$ cat config.mk
export PLATFORM = sky130hd
export DESIGN_NAME = tx_event_irq
export DESIGN_NICKNAME = d
export VERILOG_FILES = /design/src/rtl/tx_event_irq.sv
export SDC_FILE = /design/constraint.sdc
export NUM_CORES = 1
export LEC_CHECK = 0
export ABC_AREA = 1
export BUFFER_PORTS_ARGS = -buffer_cell sky130_fd_sc_hd__buf_2
export CORE_MARGIN = 4
export CORE_UTILIZATION = 40
export CTS_CLUSTER_DIAMETER = 80
export CTS_CLUSTER_SIZE = 10
export DETAILED_ROUTE_END_ITERATION = 16
export PLACE_DENSITY = 0.85
export SETUP_SLACK_MARGIN = 0.3
export SYNTH_ARGS = -nofsm -noshare
export SYNTH_HDL_FRONTEND = slang
export SYNTH_SLANG_ARGS = --single-unit
$ cat constraint.sdc
create_clock -name clk -period 2.4 [get_ports clk]
set_clock_uncertainty 0.15 [all_clocks]
set_input_delay 0.24 -clock clk [delete_from_list [all_inputs] [get_ports clk]]
set_output_delay 0.24 -clock clk [all_outputs]
set_load 0.01 [all_outputs]
$ cat src/rtl/tx_event_irq.sv
module tx_event_irq #(
  parameter int N_EVT  = 4,
  parameter int TYPE_W = 4,
  parameter int DATA_W = 16,
  parameter int L2_LSB = 8
) (
  input  logic              clk,
  input  logic              rst_n,
  input  logic [N_EVT-1:0]  hw_evt_i,
  input  logic [TYPE_W-1:0] frame_type_i,
  input  logic              clr_we_i,
  input  logic              frc_we_i,
  input  logic              ien_we_i,
  input  logic              dma_we_i,
  input  logic [DATA_W-1:0] wdata_i,
  output logic [N_EVT-1:0]  status_o,
  output logic              irq1_o,
  output logic              irq2_o,
  output logic              dma_evt_o
);
  localparam logic [TYPE_W-1:0] TY_NWORD = TYPE_W'(3);
  localparam logic [TYPE_W-1:0] TY_DLO   = TYPE_W'(4);
  localparam logic [TYPE_W-1:0] TY_DHI   = TYPE_W'(7);

  logic [N_EVT-1:0] sts_q, mask1_q, mask2_q;
  logic [N_EVT-1:0] clr_m, set_m;
  logic             dma_en_q, is_data;
  logic             unused_wdata;

  assign unused_wdata = ^wdata_i;

  assign clr_m = clr_we_i ? wdata_i[N_EVT-1:0] : '0;
  assign set_m = hw_evt_i | (frc_we_i ? wdata_i[N_EVT-1:0] : '0);

  assign is_data = (frame_type_i == TY_NWORD) ||
                   (frame_type_i >= TY_DLO && frame_type_i <= TY_DHI);

  always_ff @(posedge clk or negedge rst_n) begin
    if (!rst_n) begin
      sts_q     <= '0;
      mask1_q   <= '0;
      mask2_q   <= '0;
      dma_en_q  <= 1'b0;
      dma_evt_o <= 1'b0;
    end else begin
      sts_q     <= (sts_q & ~clr_m) | set_m;
      dma_evt_o <= hw_evt_i[0] & is_data & dma_en_q;
      if (ien_we_i) begin
        mask1_q <= wdata_i[N_EVT-1:0];
        mask2_q <= wdata_i[L2_LSB +: N_EVT];
      end
      if (dma_we_i) dma_en_q <= wdata_i[0];
    end
  end

  assign status_o = sts_q;
  assign irq1_o   = |(sts_q & mask1_q);
  assign irq2_o   = |(sts_q & mask2_q);
endmodule


* Yosys cells after proc, flatten, opt, wreduce, memory -nomap -nowiden *
Index checks and enable logic that the tools add are counted.

word-level totals
  bits in latches = 0
  ROM bits = 0
  input bits = 30
  bits in writable memories = 0
  bits in registers = 14
  word-level logic and storage cells = 22
  memories kept = 0

operators by class
  multiplexer cells = 2
  bitwise logic cells = 8
  div/mod/pow operators = 0
  reductions and logical operators = 4
  $add $sub $neg = 0
  equality and inequality tests = 1
  $lt $le $gt $ge = 2
  shifts and indexed selects = 0
  multipliers = 0

operator list
  operator                                                            count
  AND 4 bit                                                           3
  two-way mux 4 bit                                                   2
  OR 4 bit                                                            2
  OR reduction 4 bit                                                  2
  equality test 4 x 2 -> 1 bit (second input constant)                1
  greater-or-equal comparator 4 x 3 -> 1 bit (second input constant)  1
  less-or-equal comparator 4 x 3 -> 1 bit (second input constant)     1
  NOT 4 bit                                                           1
  AND 1 bit                                                           2
  logical AND 1 bit                                                   1
  logical OR 1 bit                                                    1

* Logic depth before layout (Yosys ltp) *
Gate-level depths: netlist of the first run.

  depth after elaboration = 5
  depth in mapped cells = 4
  gate-level depth less buffers = 4

* Worst setup path before layout of the first run *
No wires, ideal clock.

  kind = register to output
  from = reg sts_q[0], in the netlist status_o[0]
  to = out irq1_o
  arrival time = 0.651 ns
  setup slack = 1.359 ns
  cell stages (with the launch flop) = 5
  path through = dfrtp_1 > nand2_1 > nand2_1 > inv_1 > nand2_1

between the ends
  word-level cells in the longest chain between the ends = 2

ends and longest elaborated chain
  element                 line  text
  start, declared         25    logic [N_EVT-1:0] sts_q, mask1_q, mask2_q;
  start signal, assigned  46    sts_q <= (sts_q & ~clr_m) | set_m;
  AND 4 bit               57    assign irq1_o = |(sts_q & mask1_q);
  OR reduction 4 bit      57
  end, declared           17    output logic irq1_o,

No other way between the ends.

* Worst setup path after layout of the first run *
Same ends and word-level chain as after synthesis.

==> results.ini, run 1 <==
[global_route]
grt_pass1_vias=588
gr-max-usage-layer=met2
use_met3=0.04135
grt_util_met2=0.2861
antenna_found_initial=0
grt-ovfl-total=0
grt_max_degree=17
grt_pass1_wl_mm=2.394
grt_use_total=0.1585
grt_use_met1=0.1643

[setup_path]
crit_buf_inv=2
crit_path_end_kind=output pin
worstSetupStartpointType=flop
max_stage_delay_ps=420
critical_path_peak_fanout=4
crit_required_ps=2010
cp_common_cell=nand2_1
cp_slowest_cell=dfrtp_1
critPathTopFamily=flip-flops
path_cells=nand2_1, nand2_1, inv_1, nand2_1, buf_2
crit_start=status_o[0]$_DFF_PN0_
timing.rr.start=status_o[0]$_DFF_PN0_
path_class=reg2out
cp.arrival_ps=1040

[routing]
via_per_inst=4.708
ant_nets=0
drt-initial-drc-count=23
drtPass1Iterations=4
post-route-drc-count=0
wire_per_inst_um=10.98
vias=612
wirelength_mm=1.427

[clocking]
clock_path_buffers=2
cts-buffers-inserted=3
post_cts_buffers=0
cts_sinks=14
cts-htree-levels=1
cts_tree=done
clk_pin_slew_worst_paths_ps=90
root_buffer=clkbuf_4
insertion_delay_ps=280

[layout]
synthToLayoutAreaGrowth_pct=35.87
drive_gt1_frac=0.2783
post-route-util=0.6136
final_common_cell=nand2_1
fin_nets=146
n_antenna_cell=0
final_cell_mix=35 x nand2_1, 28 x buf_2, 14 x inv_1, 14 x dfrtp_1, 9 x o21ai_0

[timing]
grt_setup_unrepaired=no
hold_violations=0
max_slew_margin=0.7936
fmax_mhz=697.7
worst_pin_slew_ps=309.6
drv_slew=0
fin_setup_tns_ps=0
setup_viol=0
min_period_ps=1433
min_period_over_period=0.5972

[power]
p_total_uw=516.0
power_switching_uw=131.8
pwr-share-comb=0.159
clkPwrFrac=0.328
p_leak_uw=0.0004900
ir_drop_uv=443.2
power_frac_seq=0.513
power_density_mw_per_mm2=608.3
swShare=0.2555
power.internal_uw=384.2

[run_status]
status=finished clean

[hold_path]
worstHoldStart=dma_we_i
hp-class=in2reg

[floorplan]
initial_core_util=0.4516
die_area_mm2=0.002257
die_h_um=47.51
rows=13
core-area_mm2=0.001383
ios=37
dieWidth_um=47.51

[synthesis]
ys_ff_latch=14
syn_area_um2=624.3
ys_warn_count=0
synth.net_count=110
ys_seq_area_frac=0.5611
synthCells=80
synthDistinctLibCells=8
avgSynthCellArea_um2=7.804

[placement]
dp_hpwl_mm=1.029
placement.io_buffers=28
gp_congestion=0.6910

[job]
max_cap_violations=0

-- metrics by stage --
step	std cells	instance area [µm²]	setup slack, ps	hold slack, ps
2_1_floorplan	80	624.3	1359	-205.6
3_3_place_gp	122	772.0	1276	-3.159
3_5_place_dp	122	772.0	1276	1.056
4_1_cts	130	848.3	951.6	4.459
5_1_grt	130	848.3	891.9	20.59
6_report	130	848.3	966.7	7.131
-- final cells by class --
class / count / area, µm²
Clock buffer: 4 / 36.28
Fill cell: 110 / 534.3
Inverter: 14 / 52.55
Multi-Input combinational cell: 51 / 210.2
Sequential cell: 14 / 350.3
Tap cell: 15 / 18.77
Timing Repair Buffer: 32 / 180.2
-- what timing repair did --
action | CTS | global route
setup endpoints to repair | 0 | 0
gates resized for setup | 0 | 0
hold buffers | 4 | 0
endpoints found under the hold margin | 17 | 0
-- logic make-up after synthesis --
| logic type | share of synthesized area |
|---|---|
| flops | 0.5611 |
| buf+inv | 0.1022 |
| simple gates | 0.2244 |
| compound gates | 0.1122 |
-- Yosys cell counts --
cell     instances  area share
a21oi_1          5       0.040
dfrtp_1         14        0.56
inv_1           14       0.084
buf_6            1       0.018
o21ai_0          9       0.072
nand3_1          1      0.0080
nand2_1         35        0.21
nor2_1           1      0.0060
-- registers in the layout, indices dropped and copies added (netlist names) --
register,flops
mask1_q,4
dma_en_q,1
status_o,4
mask2_q,4
dma_evt_o,1
-- worst register-to-register path, delay by kind of cell, from the launching register on --
family	cells	cell delay (ps)
flip-flops	1	420
AND/OR/NAND/NOR	2	150
-- final timing paths --
| path | to | slack (ps) | depth (start not counted) |
|---|---|---|---|
| max | irq1_o | 970 | 5 |
| max reg2reg | status_o[0]$_DFF_PN0_ | 1580 | 2 |
| min reg2reg | mask2_q[0]$_DFFE_PN0P_ | 380 | 2 |
| max in group asynchronous | status_o[2]$_DFF_PN0_ | 1640 | 2 |
| min in group asynchronous | mask2_q[0]$_DFFE_PN0P_ | 220 | 2 |
| min | dma_en_q$_DFFE_PN0P_ | 7 | 2 |
-- metal layers --
layer | share of wire | vias to the layer above
met5 | 0 | -
met4 | 0.022 | 0
met3 | 0.055 | 4
met2 | 0.55 | 24
met1 | 0.37 | 271
li1 | - | 313
-- power groups by stage --
stage	clock [µW]	sequential, µW	combinational (µW)
finish	169	265	82.1
global route	185	268	95.9
CTS	176	265	82.6
detailed placement	0	269	76.9
global placement	0	269	74.5
floorplan	0	269	38.0
No activity file was read; power rests on OpenSTA's default activity.
==> run 2, diff against run 1 <==
--- a/config.mk
+++ b/config.mk
@@ -8,11 +8,11 @@
 export ABC_AREA = 1
 export BUFFER_PORTS_ARGS = -buffer_cell sky130_fd_sc_hd__buf_2
 export CORE_MARGIN = 4
-export CORE_UTILIZATION = 40
+export CORE_UTILIZATION = 37
 export CTS_CLUSTER_DIAMETER = 80
 export CTS_CLUSTER_SIZE = 10
 export DETAILED_ROUTE_END_ITERATION = 16
-export PLACE_DENSITY = 0.85
+export PLACE_DENSITY = 0.83
 export SETUP_SLACK_MARGIN = 0.3
 export SYNTH_ARGS = -nofsm -noshare
 export SYNTH_HDL_FRONTEND = slang
==> constraint.sdc (replaced) <==
create_clock -name clk -period 1.2 [get_ports clk]
set_clock_uncertainty 0.15 [all_clocks]
set_input_delay 0.12 -clock clk [delete_from_list [all_inputs] [get_ports clk]]
set_output_delay 0.12 -clock clk [all_outputs]
set_load 0.01 [all_outputs]
==> run 2 against run 1 <==
Core utilization fell by 3.4 points. Non-clock buffer count rose by 4. Highest routed layer unchanged. Register-to-register slack got worse by 1300 ps. Critical path depth did not move. Sequential share of layout area fell by 2.5 points. Setup slack got worse by 1100 ps. The flow now finishes with violations (negative hold slack, negative setup slack).
==> results.ini, run 2 (same netlist as run 1, synthesis figures left out) <==
[layout]
fillers=142
fin_nets=150
stdcell_area_um2=903.4
drive_gt1_frac=0.3136
final_cell_mix=32 x nand2_1, 25 x buf_2, 14 x dfrtp_1, 13 x inv_1, 6 x o21ai_0
n_antenna_cell=0
synthToLayoutAreaGrowth_pct=44.69
final_common_cell=nand2_1

[floorplan]
dieWidth_um=49.08
die_area_mm2=0.002409
ios=37
die_h_um=49.08
rows=14
core-area_mm2=0.001559
initial_core_util=0.4005

[run_status]
failed_checks=negative hold slack, negative setup slack
status=finished with violations

[placement]
postPlaceCellArea_um2=778.2
place_ws_ps=177.7
dp_hpwl_mm=1.023
gp_congestion=0.7462
placement.io_buffers=28

[global_route]
grt_use_total=0.1212
grt_pass1_vias=533
grt_max_degree=17
antenna_found_initial=0
grt-ovfl-total=0
grt_pass1_wl_mm=2.228

[setup_path]
critical_path_peak_fanout=4
reg2reg_slack_ps=280
crit_path_end_kind=output pin
path_class=reg2out
cp.arrival_ps=1030
crit_start=status_o[1]$_DFF_PN0_
timing.rr.start=status_o[2]$_DFF_PN0_
crit_required_ps=930
worstSetupStartpointType=flop

[timing]
min_period_ps=1305
fin_setup_tns_ps=-193.0
setup_viol=2
whs_ps=-115.5
fmax_mhz=766.3
setup_slack_ps=-104.9
hold_violations=10
worst_pin_slew_ps=302.6
grt_setup_unrepaired=yes
max_slew_margin=0.7983
drv_slew=0
min_period_over_period=1.087

[power]
p_leak_uw=0.0005194
ir_drop_uv=526.5
power_density_mw_per_mm2=1087

[routing]
ant_nets=0
wire_per_inst_um=10.28
vias=625
wl_met2_um=715
post-route-drc-count=0
drt-initial-drc-count=9
drtPass1Iterations=4
met3_length_um=64
via_per_inst=4.664
wl_met1_um=575
highest_layer=met4
wirelength_mm=1.377

[clocking]
cts_tree=done
cts-htree-levels=1
cts-buffers-inserted=3
insertion_delay_ps=270
clock_path_buffers=2
root_buffer=clkbuf_4
hold_buffers=6
clk_pin_slew_worst_paths_ps=80
cts_sinks=14

[hold_path]
hp-class=in2reg
worstHoldStart=hw_evt_i[3]

[job]
max_cap_violations=0

-- run 2: final timing paths --
path | to | cells after the start
hold / removal | status_o[3]$_DFF_PN0_ | 3
max in group asynchronous | status_o[1]$_DFF_PN0_ | 2
setup reg to reg | status_o[2]$_DFF_PN0_ | 3
min in group asynchronous | mask2_q[1]$_DFFE_PN0P_ | 2
hold reg to reg | mask2_q[3]$_DFFE_PN0P_ | 2
setup / recovery | irq2_o | 5
-- run 2: what timing repair did --
action                     in CTS  in global routing
gates resized for setup         4                  6
pin swaps                       2                  3
buffers inserted                1                  1
hold endpoints to repair       28                 10
setup endpoints to repair       7                 11
-- run 2: area by class of cell --
| cell class | instances | area (µm²) | share of cell area |
|---|---|---|---|
| flip-flops and latches | 14 | 350.3 | 0.3878 |
| inverters | 14 | 52.55 | 0.05817 |
| well taps | 16 | 20.02 | 0.02216 |
| multi-input cells | 51 | 217.7 | 0.2410 |
| clock buffers | 3 | 22.52 | 0.02493 |
| repair buffers | 36 | 240.2 | 0.2659 |
-- run 2: layer usage --
layer	up-vias	track usage
met5	-	0
met4	0	0.08531
met3	2	0.02141
met2	13	0.1875
met1	290	0.1511
li1	320	-
-- run 2: worst max-delay path, stage by stage (launching register included) --
cell,delay [ps]
dfrtp_1,420
nand2_1,80
nand2_1,50
inv_1,60
nand2_2,50
buf_6,110
-- run 2: report_power, final --
| group | internal (µW) | switching (µW) |
|---|---|---|
| logic | 100 | 96.4 |
| clock network | 116 | 140 |
| registers | 507 | 21.7 |
-- run 2: stage by stage --
| step | std cells | hold slack, ps | power, µW | util |
|---|---|---|---|---|
| floorplan | 80 | -325.6 | 618.6 | - |
| global placement | 123 | -126.2 | 691.2 | 0.4992 |
| detailed placement | 123 | -120.0 | 697.9 | 0.4992 |
| CTS | 133 | -121.0 | 984.9 | 0.5714 |
| global route | 134 | -100.0 | 1040 | 0.5795 |
| finish | 134 | -115.5 | 981.8 | 0.5795 |
